<file path="src/rtl/irq_arbiter8.sv">
module irq_arbiter8 #(
  parameter logic [7:0] A_CTL = 8'h88,
  parameter logic [7:0] A_EN  = 8'hA8,
  parameter logic [7:0] A_LVL = 8'hB8,
  parameter logic [7:0] A_EXT = 8'hC0,
  parameter int         NSRC  = 8
) (
  input  logic       clk,
  input  logic       rst_n,
  input  logic [3:0] ext_n,
  input  logic       tmr0_ovf,
  input  logic       tmr1_ovf,
  input  logic       tmr2_req,
  input  logic       ser_req,
  input  logic       sfr_wr,
  input  logic [7:0] sfr_waddr,
  input  logic [7:0] sfr_wdata,
  input  logic       bit_wr,
  input  logic [7:0] bit_addr,
  input  logic       bit_val,
  input  logic [7:0] sfr_raddr,
  output logic [7:0] sfr_rdata,
  input  logic       cpu_ack,
  input  logic       cpu_reti,
  output logic       irq,
  output logic [7:0] irq_vec
);
  localparam int IW = $clog2(NSRC);
  localparam logic [7:0] M_CTL = 8'hAF;
  localparam logic [7:0] M_EN  = 8'hBF;
  localparam logic [7:0] M_LVL = 8'h3F;

  logic [7:0] ctl_q, en_q, lvl_q, ext_q;
  logic [7:0] ctl_n, en_n, lvl_n, ext_n_reg;
  logic [3:0] s1, s2, prv, fall;
  logic       in_hi, in_lo;
  logic [NSRC-1:0] pend, ena, lvl, act, hi, pool, clr;
  logic [IW-1:0]   win;
  logic            win_hi, take;

  function automatic logic [7:0] put(input logic [7:0] v, input logic [7:0] base,
                                     input logic bw, input logic [7:0] wa, input logic [7:0] wd,
                                     input logic bb, input logic [7:0] ba, input logic bv);
    logic [7:0] r;
    r = v;
    if (bw && wa == base) r = wd;
    else if (bb && ba[7:3] == base[7:3]) r[ba[2:0]] = bv;
    return r;
  endfunction

  wire ctl_touch = (sfr_wr && sfr_waddr == A_CTL) || (bit_wr && bit_addr[7:3] == A_CTL[7:3]);

  assign fall = prv & ~s2;
  assign pend = {ext_q[5], ext_q[1], tmr2_req, ser_req, ctl_q[7], ctl_q[3], ctl_q[5], ctl_q[1]};
  assign ena  = {NSRC{en_q[7]}} & {ext_q[6], ext_q[2], en_q[5:0]};
  assign lvl  = {ext_q[7], ext_q[3], lvl_q[5:0]};
  assign act  = pend & ena;
  assign hi   = act & lvl;
  assign win_hi = |hi;
  assign pool = win_hi ? hi : act;

  always_comb begin
    win = '0;
    for (int i = NSRC - 1; i >= 0; i--)
      if (pool[i]) win = IW'(i);
  end

  assign irq     = !in_hi && (win_hi || (|act && !in_lo));
  assign irq_vec = {win, 3'b011};
  assign take    = cpu_ack && irq;
  assign clr     = take ? (NSRC'(1) << win) : '0;

  always_comb begin
    ctl_n = ctl_q;
    if (clr[0]) ctl_n[1] = 1'b0;
    if (clr[1]) ctl_n[5] = 1'b0;
    if (clr[2]) ctl_n[3] = 1'b0;
    if (clr[3]) ctl_n[7] = 1'b0;
    if (fall[0] && ctl_q[0]) ctl_n[1] = 1'b1;
    if (fall[1] && ctl_q[2]) ctl_n[3] = 1'b1;
    if (tmr0_ovf) ctl_n[5] = 1'b1;
    if (tmr1_ovf) ctl_n[7] = 1'b1;
    ctl_n = put(ctl_n, A_CTL, sfr_wr, sfr_waddr, sfr_wdata, bit_wr, bit_addr, bit_val) & M_CTL;
    if (!ctl_n[0]) ctl_n[1] = !s2[0];
    if (!ctl_n[2]) ctl_n[3] = !s2[1];
  end

  always_comb begin
    ext_n_reg = ext_q;
    if (clr[6]) ext_n_reg[1] = 1'b0;
    if (clr[7]) ext_n_reg[5] = 1'b0;
    if (fall[2] && ext_q[0]) ext_n_reg[1] = 1'b1;
    if (fall[3] && ext_q[4]) ext_n_reg[5] = 1'b1;
    ext_n_reg = put(ext_n_reg, A_EXT, sfr_wr, sfr_waddr, sfr_wdata, bit_wr, bit_addr, bit_val);
    if (!ext_n_reg[0]) ext_n_reg[1] = !s2[2];
    if (!ext_n_reg[4]) ext_n_reg[5] = !s2[3];
  end

  assign en_n  = put(en_q,  A_EN,  sfr_wr, sfr_waddr, sfr_wdata, bit_wr, bit_addr, bit_val) & M_EN;
  assign lvl_n = put(lvl_q, A_LVL, sfr_wr, sfr_waddr, sfr_wdata, bit_wr, bit_addr, bit_val) & M_LVL;

  always_comb begin
    case (sfr_raddr)
      A_CTL:   sfr_rdata = ctl_q;
      A_EN:    sfr_rdata = en_q;
      A_LVL:   sfr_rdata = lvl_q;
      A_EXT:   sfr_rdata = ext_q;
      default: sfr_rdata = 8'h00;
    endcase
  end

  always_ff @(posedge clk) begin
    if (!rst_n) begin
      s1 <= '1; s2 <= '1; prv <= '1;
      ctl_q <= '0; en_q <= '0; lvl_q <= '0; ext_q <= '0;
      in_hi <= 1'b0; in_lo <= 1'b0;
    end else begin
      s1 <= ext_n; s2 <= s1; prv <= s2;
      ctl_q <= ctl_n; en_q <= en_n; lvl_q <= lvl_n; ext_q <= ext_n_reg;
      if (cpu_reti) begin
        if (in_hi) in_hi <= 1'b0;
        else       in_lo <= 1'b0;
      end
      if (take) begin
        if (win_hi) in_hi <= 1'b1;
        else        in_lo <= 1'b1;
      end
    end
  end


  ack_enter_chk: assert property (@(posedge clk) disable iff (!rst_n)
    (take && !cpu_reti) |=> (in_hi || in_lo));

  reti_pop_chk: assert property (@(posedge clk) disable iff (!rst_n)
    (cpu_reti && in_hi && !take) |=> !in_hi);

  busy_hi_chk: assert property (@(posedge clk) disable iff (!rst_n)
    in_hi |-> !irq);

  edge_set_chk: assert property (@(posedge clk) disable iff (!rst_n)
    (ctl_q[0] && fall[0] && !ctl_touch) |=> ctl_q[1]);

  tf0_clr_chk: assert property (@(posedge clk) disable iff (!rst_n)
    (take && irq_vec == 8'h0B && !tmr0_ovf && !ctl_touch) |=> !ctl_q[5]);
endmodule

</file>
<file path="config.mk">
export PLATFORM = sky130hd
export DESIGN_NAME = irq_arbiter8
export DESIGN_NICKNAME = d
export VERILOG_FILES = /design/src/rtl/irq_arbiter8.sv
export SDC_FILE = /design/constraint.sdc
export NUM_CORES = 1
export LEC_CHECK = 0
export CAP_MARGIN = 10
export CORE_MARGIN = 3
export CORE_UTILIZATION = 39
export DETAILED_ROUTE_END_ITERATION = 8
export GPL_TIMING_DRIVEN = 1
export PLACE_DENSITY = 0.68
export SETUP_SLACK_MARGIN = 0.4
export SYNTH_ARGS = -nofsm -noshare
export SYNTH_HDL_FRONTEND = slang
export SYNTH_SLANG_ARGS = --single-unit
</file>
<file path="constraint.sdc">
create_clock -name clk -period 4.9 [get_ports clk]
set_input_delay 0.735 -clock clk [delete_from_list [all_inputs] [get_ports clk]]
set_output_delay 0.735 -clock clk [all_outputs]
set_load 0.01 [all_outputs]
</file>
# == Word level (Yosys, flattened, before mapping) ==
# Index checks and enable logic that the tools add are counted.
# word_totals
output_inout_bits,17
input_bits,47
word_cells,108
ff_bits,44
# op_classes
shift,1
reduce_logical,28
bitwise,5
magnitude_cmp,2
n_mux,48
n_eq_ne,12
# op_table
cell,count
8-bit == test (second input constant),8
8-bit two-way mux,8
8-bit bitwise mux,4
8-bit one-hot mux with 4 select lines,1
8-bit AND,3
1-bit two-way mux,24
3-bit two-way mux,8
5-bit == test (second input constant),4
1-bit logical AND,16
8-bit OR reduction,2
6-bit two-way mux,2
1-bit by 3-bit << shifter with 8-bit output (first input constant),1
1-bit zero test,6
2-bit nonzero test,3
4-bit AND,1
3-bit by 4-bit < comparator with 1-bit output (second input constant),1
4-bit NOT,1
1-bit demux with 3-bit select,1
3-bit by 1-bit >= comparator with 1-bit output (second input constant),1
1-bit logical OR,1

# == Logic depth before layout (Yosys ltp) ==
# depth
depth_word,21
ltp_mapped,9
mapped_depth_nobuf,7

# == Least setup slack after synthesis ==
# Ideal clock, no wire load.
# synth_path
path_kind,in2out
startpoint,in tmr2_req
endpoint,out irq_vec[4]
stages,8
path_buffers,1
path_slack_ps,2000
arrival_ps,2165
required_ps,4165
path_cell_list,and3_2 > a22oi_4 > and3_4 > buf_6 > o21ai_0 > a211oi_2 > inv_1 > a21oi_1
# synth_between
elab_chain_cells,12
# synth_lines
item,line,rtl
start: declaration,13,"input logic tmr2_req,"
8-bit AND (*),57,assign act = pend & ena;
8-bit AND,58,assign hi = act & lvl;
8-bit OR reduction,59,assign win_hi = |hi;
8-bit two-way mux (*),60,assign pool = win_hi ? hi : act;
3-bit two-way mux (7 in series),65,if (pool[i]) win = IW'(i);
3-bit two-way mux (*),65,
end: declaration,26,output logic [7:0] irq_vec
# Every way passes the cells marked *; elsewhere a longest branch is shown, timed or not.

# == Worst setup path after layout ==
# Same ends and word-level chain as after synthesis.

==> metrics.md <==
| Metric | Value |
|---|---|
| Net switching power | 171 uW |
| Worst-margin pin slew | about 1.0 ns |
| PwrDens | between 200 and 250 mW/mm^2 |
| Vias in the first global route | about 2600 |
| Nets | approximately 430 |
| Via-per-instance ratio | approximately 6.2 |
| Final setup violation count | 0 |
| Post-synthesis sequential area ratio | 30.6% |
| Area occupied by multi-input gates | around 0.0017 sq mm |
| CTS tree | yes |
| Post-CTS setup buffers | 0 |
| Synthesized area | between 0.002 and 0.003 sq mm |
| DRC viols | 0 |
| Critical Path End Type | output pin |
| WHS Path Cells | 1 |
| Reg2reg end | ctl_q[7]$_SDFF_PN0_ |
| Reg2Reg Depth | 7 |
| Power Total | 709 uW |
| Final period utilization | roughly 79% |
| RR Startpoint | en_q[7]$_SDFFE_PN0P_ |
| Initial DRC Count | approximately 180 |
| Slew Viols, Final | 0 |
| Global Route Usage Sum | between 20% and 30% |
| Tmin final | about 3.9 ns |
| Mapped Avg Cell Area | approximately 8.1 sq um |
| Cell count after synthesis | about 330 |
| Storage element area | around 800 sq um |
| Worst-path fanout max | 12 |
| Hold EP | s2[3]$_SDFF_PN1_ |
| Seq pwr share | 48.6% |
| Leading cell types in the layout, fill and taps excluded | 58 x clkdlybuf4s50_1, 47 x nor2_1, 41 x dfxtp_1 |
| Outcome | finished clean |
| Layout cell share with drive strength beyond 1 | 7.87% |
| First-pass GRT wire length | between 10 and 15 mm |
| Initial antenna violation count | 0 |
| Cts hold-fix bufs | 0 |
| Setup TNS | 0 ns |
| Starting Density | 41.3% |
| Critical Path Source Type | input port |
| RD Place Congestion | 0.973 |
| Clock skew | ~0.0077 ns |
| Post_cts resized | 0 |
| Number of routed nets with antenna violations | 0 |
| RSZ-0062 raised after global routing | no |
| Detail Placement HPWL | approximately 6.2 mm |
| Leak | 0.00121 uW |
| Crit path DAT | 3.15 ns |
| FMAX | between 200 and 300 MHz |
| Primary FF master, synth | dfxtp_1 |
| Later-pin clock latency in the skew report | ~0.30 ns |
| Async SR Flop Fraction | 0% |
| Buffers on Ports | between 50 and 60 |
| Logic pwr share | between 10% and 20% |
| H-tree levels | 2 |
| Routed WL | just over 8 mm |
| Yosys warning count | 0 |
| Overflow after GRT | 0 |
| Inserted Clock Buffers | 5 |
| Sw frac | around a quarter |
| Clock Path Buffers | 2 |
| Area growth, synth to finish | 25.7% |
| Hold_sp | s1[3]$_SDFF_PN1_ |
| Core Region | around 0.0065 sq mm |
| Die Ht | a little under 90 um |
| Largest net degree at the start of global routing | 30 |
| DIE AREA | 0.00791 sq mm |
| Worst VDD drop | 0.110 mV |
| First-pass DRT Iterations | 5 |
| Clock Sink Count | approximately 40 |
| CTS clk-pin slew, worst paths | about 0.080 ns |
| Vias | between 2000 and 3000 |
| R2R Setup Slk | about 2.5 ns |
| Io pins | between 60 and 70 |
| Clk root buf | clkbuf_8 |
| Avg WL per Cell | ~18 um |
| Max_slew headroom | 30.1% |
| Filler instances | just over 600 |
| WS Path Type | in2out |
| P_int | around 540 uW |
| Clk pwr share | between 30% and 40% |
| Seq cells post-synth | 41 |
| Die Width | between 80 and 90 um |
| Ant diodes | 0 |
| CP Data Required Time | between 4 and 5 ns |
| EDFF count, synth | 0 |
| Row count | 29 |
| Netlist cell types | just over 60 |
| Commonest non-fill, non-tap cell in the layout | clkdlybuf4s50_1 |
| Min-Delay Path Class | reg2reg |
| Final Hold Vio Count | 0 |
| Maxcap violations | 0 |
cell usage after synthesis, types with 3 or more instances:
master    number  area (sq um)
nand2b_1      12          75.1
and3_2         8          60.1
nor3_1         4          20.0
and2_1         4          25.0
o311ai_0       6          52.6
inv_1         12          45.0
o21a_1         3          22.5
mux2i_1       26           260
a211oi_1      21           158
a31oi_1        7          43.8
o22ai_1        3          18.8
nor2_1        47           176
nor4_1         3          18.8
a22oi_1        7          52.6
clkbuf_1      12          45.0
nor2b_1        3          18.8
nand4_1        9          56.3
nand2_1       17          63.8
buf_2          3          15.0
o21ai_0       15          75.1
nand3_1       10          50.1
dfxtp_1       41           821
nand3b_1       5          37.5
a21oi_1        6          30.0
buf_4          5          37.5
worst max-delay path by stage:
stage | startpoint | endpoint | slack [ns] | cells past startpoint
after floorplan | tmr2_req | irq_vec[4] | 2.00 | 8
after global placement | tmr2_req | irq_vec[4] | 1.08 | 9
after detailed placement | tmr2_req | irq_vec[4] | 1.02 | 9
after CTS | tmr2_req | irq_vec[4] | 1.01 | 9
after global routing | tmr2_req | irq_vec[4] | 0.86 | 9
final | tmr2_req | irq_vec[4] | 1.02 | 9
metrics by stage:
step	std cells	utilization [%]	worst slack [ns]	area [sq um]	hold WS [ns]
5_1_grt	458	51.9	0.863	3370	0.429
6_report	458	51.9	1.02	3370	0.412
2_1_floorplan	336	-	2.00	2690	0.386
4_1_cts	458	51.9	1.01	3370	0.413
3_5_place_dp	450	50.2	1.02	3260	0.393
3_3_place_gp	450	50.2	1.08	3260	0.388
power by group through the flow:
| stage | clock (uW) | combinational, uW | sequential [uW] |
|---|---|---|---|
| 2_1_floorplan | 0 | 36.3 | 350 |
| 3_3_place_gp | 0 | 82.1 | 352 |
| 3_5_place_dp | 0 | 82.7 | 353 |
| 4_1_cts | 282 | 83.0 | 345 |
| 5_1_grt | 297 | 90.0 | 346 |
| 6_report | 280 | 83.7 | 345 |
state kept, by name (all words and copies together) (netlist names):
| name | count |
|---|---|
| in_hi | 1 |
| ctl_q | 6 |
| en_q | 7 |
| lvl_q | 6 |
| ext_q | 8 |
| in_lo | 1 |
| prv | 4 |
| s1 | 4 |
| s2 | 4 |
critical path: stages:
cell	delay, ns
clkdlybuf4s50_1	0.42
and3_2	0.25
a22oi_4	0.22
and3_4	0.30
o21ai_0	0.15
a211oi_2	0.31
inv_1	0.06
a21oi_1	0.15
clkdlybuf4s50_1	0.55
per-layer routing:
| layer | vias to the layer above | wire length (um) | global-route usage (%) |
|---|---|---|---|
| li1 | 1331 | - | - |
| met1 | 1348 | 3630 | 28.9 |
| met2 | 140 | 3820 | 35.8 |
| met3 | 17 | 596 | 3.41 |
| met4 | 0 | 208 | 8.25 |
| met5 | - | 0 | 0 |
layout make-up:
cell class                 count  area share, %
inverter                      12           1.34
clock buffer                   6           2.15
sequential                    41           24.3
multi-input combinational    260           50.5
tap                           77           2.86
timing repair buffer          60           17.7
clock inverter                 2           1.15
cells by family (layout without fill, tap and decap cells):
logic type | after synthesis | in the layout | synth area share [%]
compound gates | 91 | 91 | 25.5
buf+inv | 35 | 80 | 6.30
flops | 41 | 41 | 30.6
mux | 27 | 27 | 10.1
other cells | 2 | 5 | 0.280
simple gates | 137 | 137 | 27.2
(Power assumes the default switching activity.)
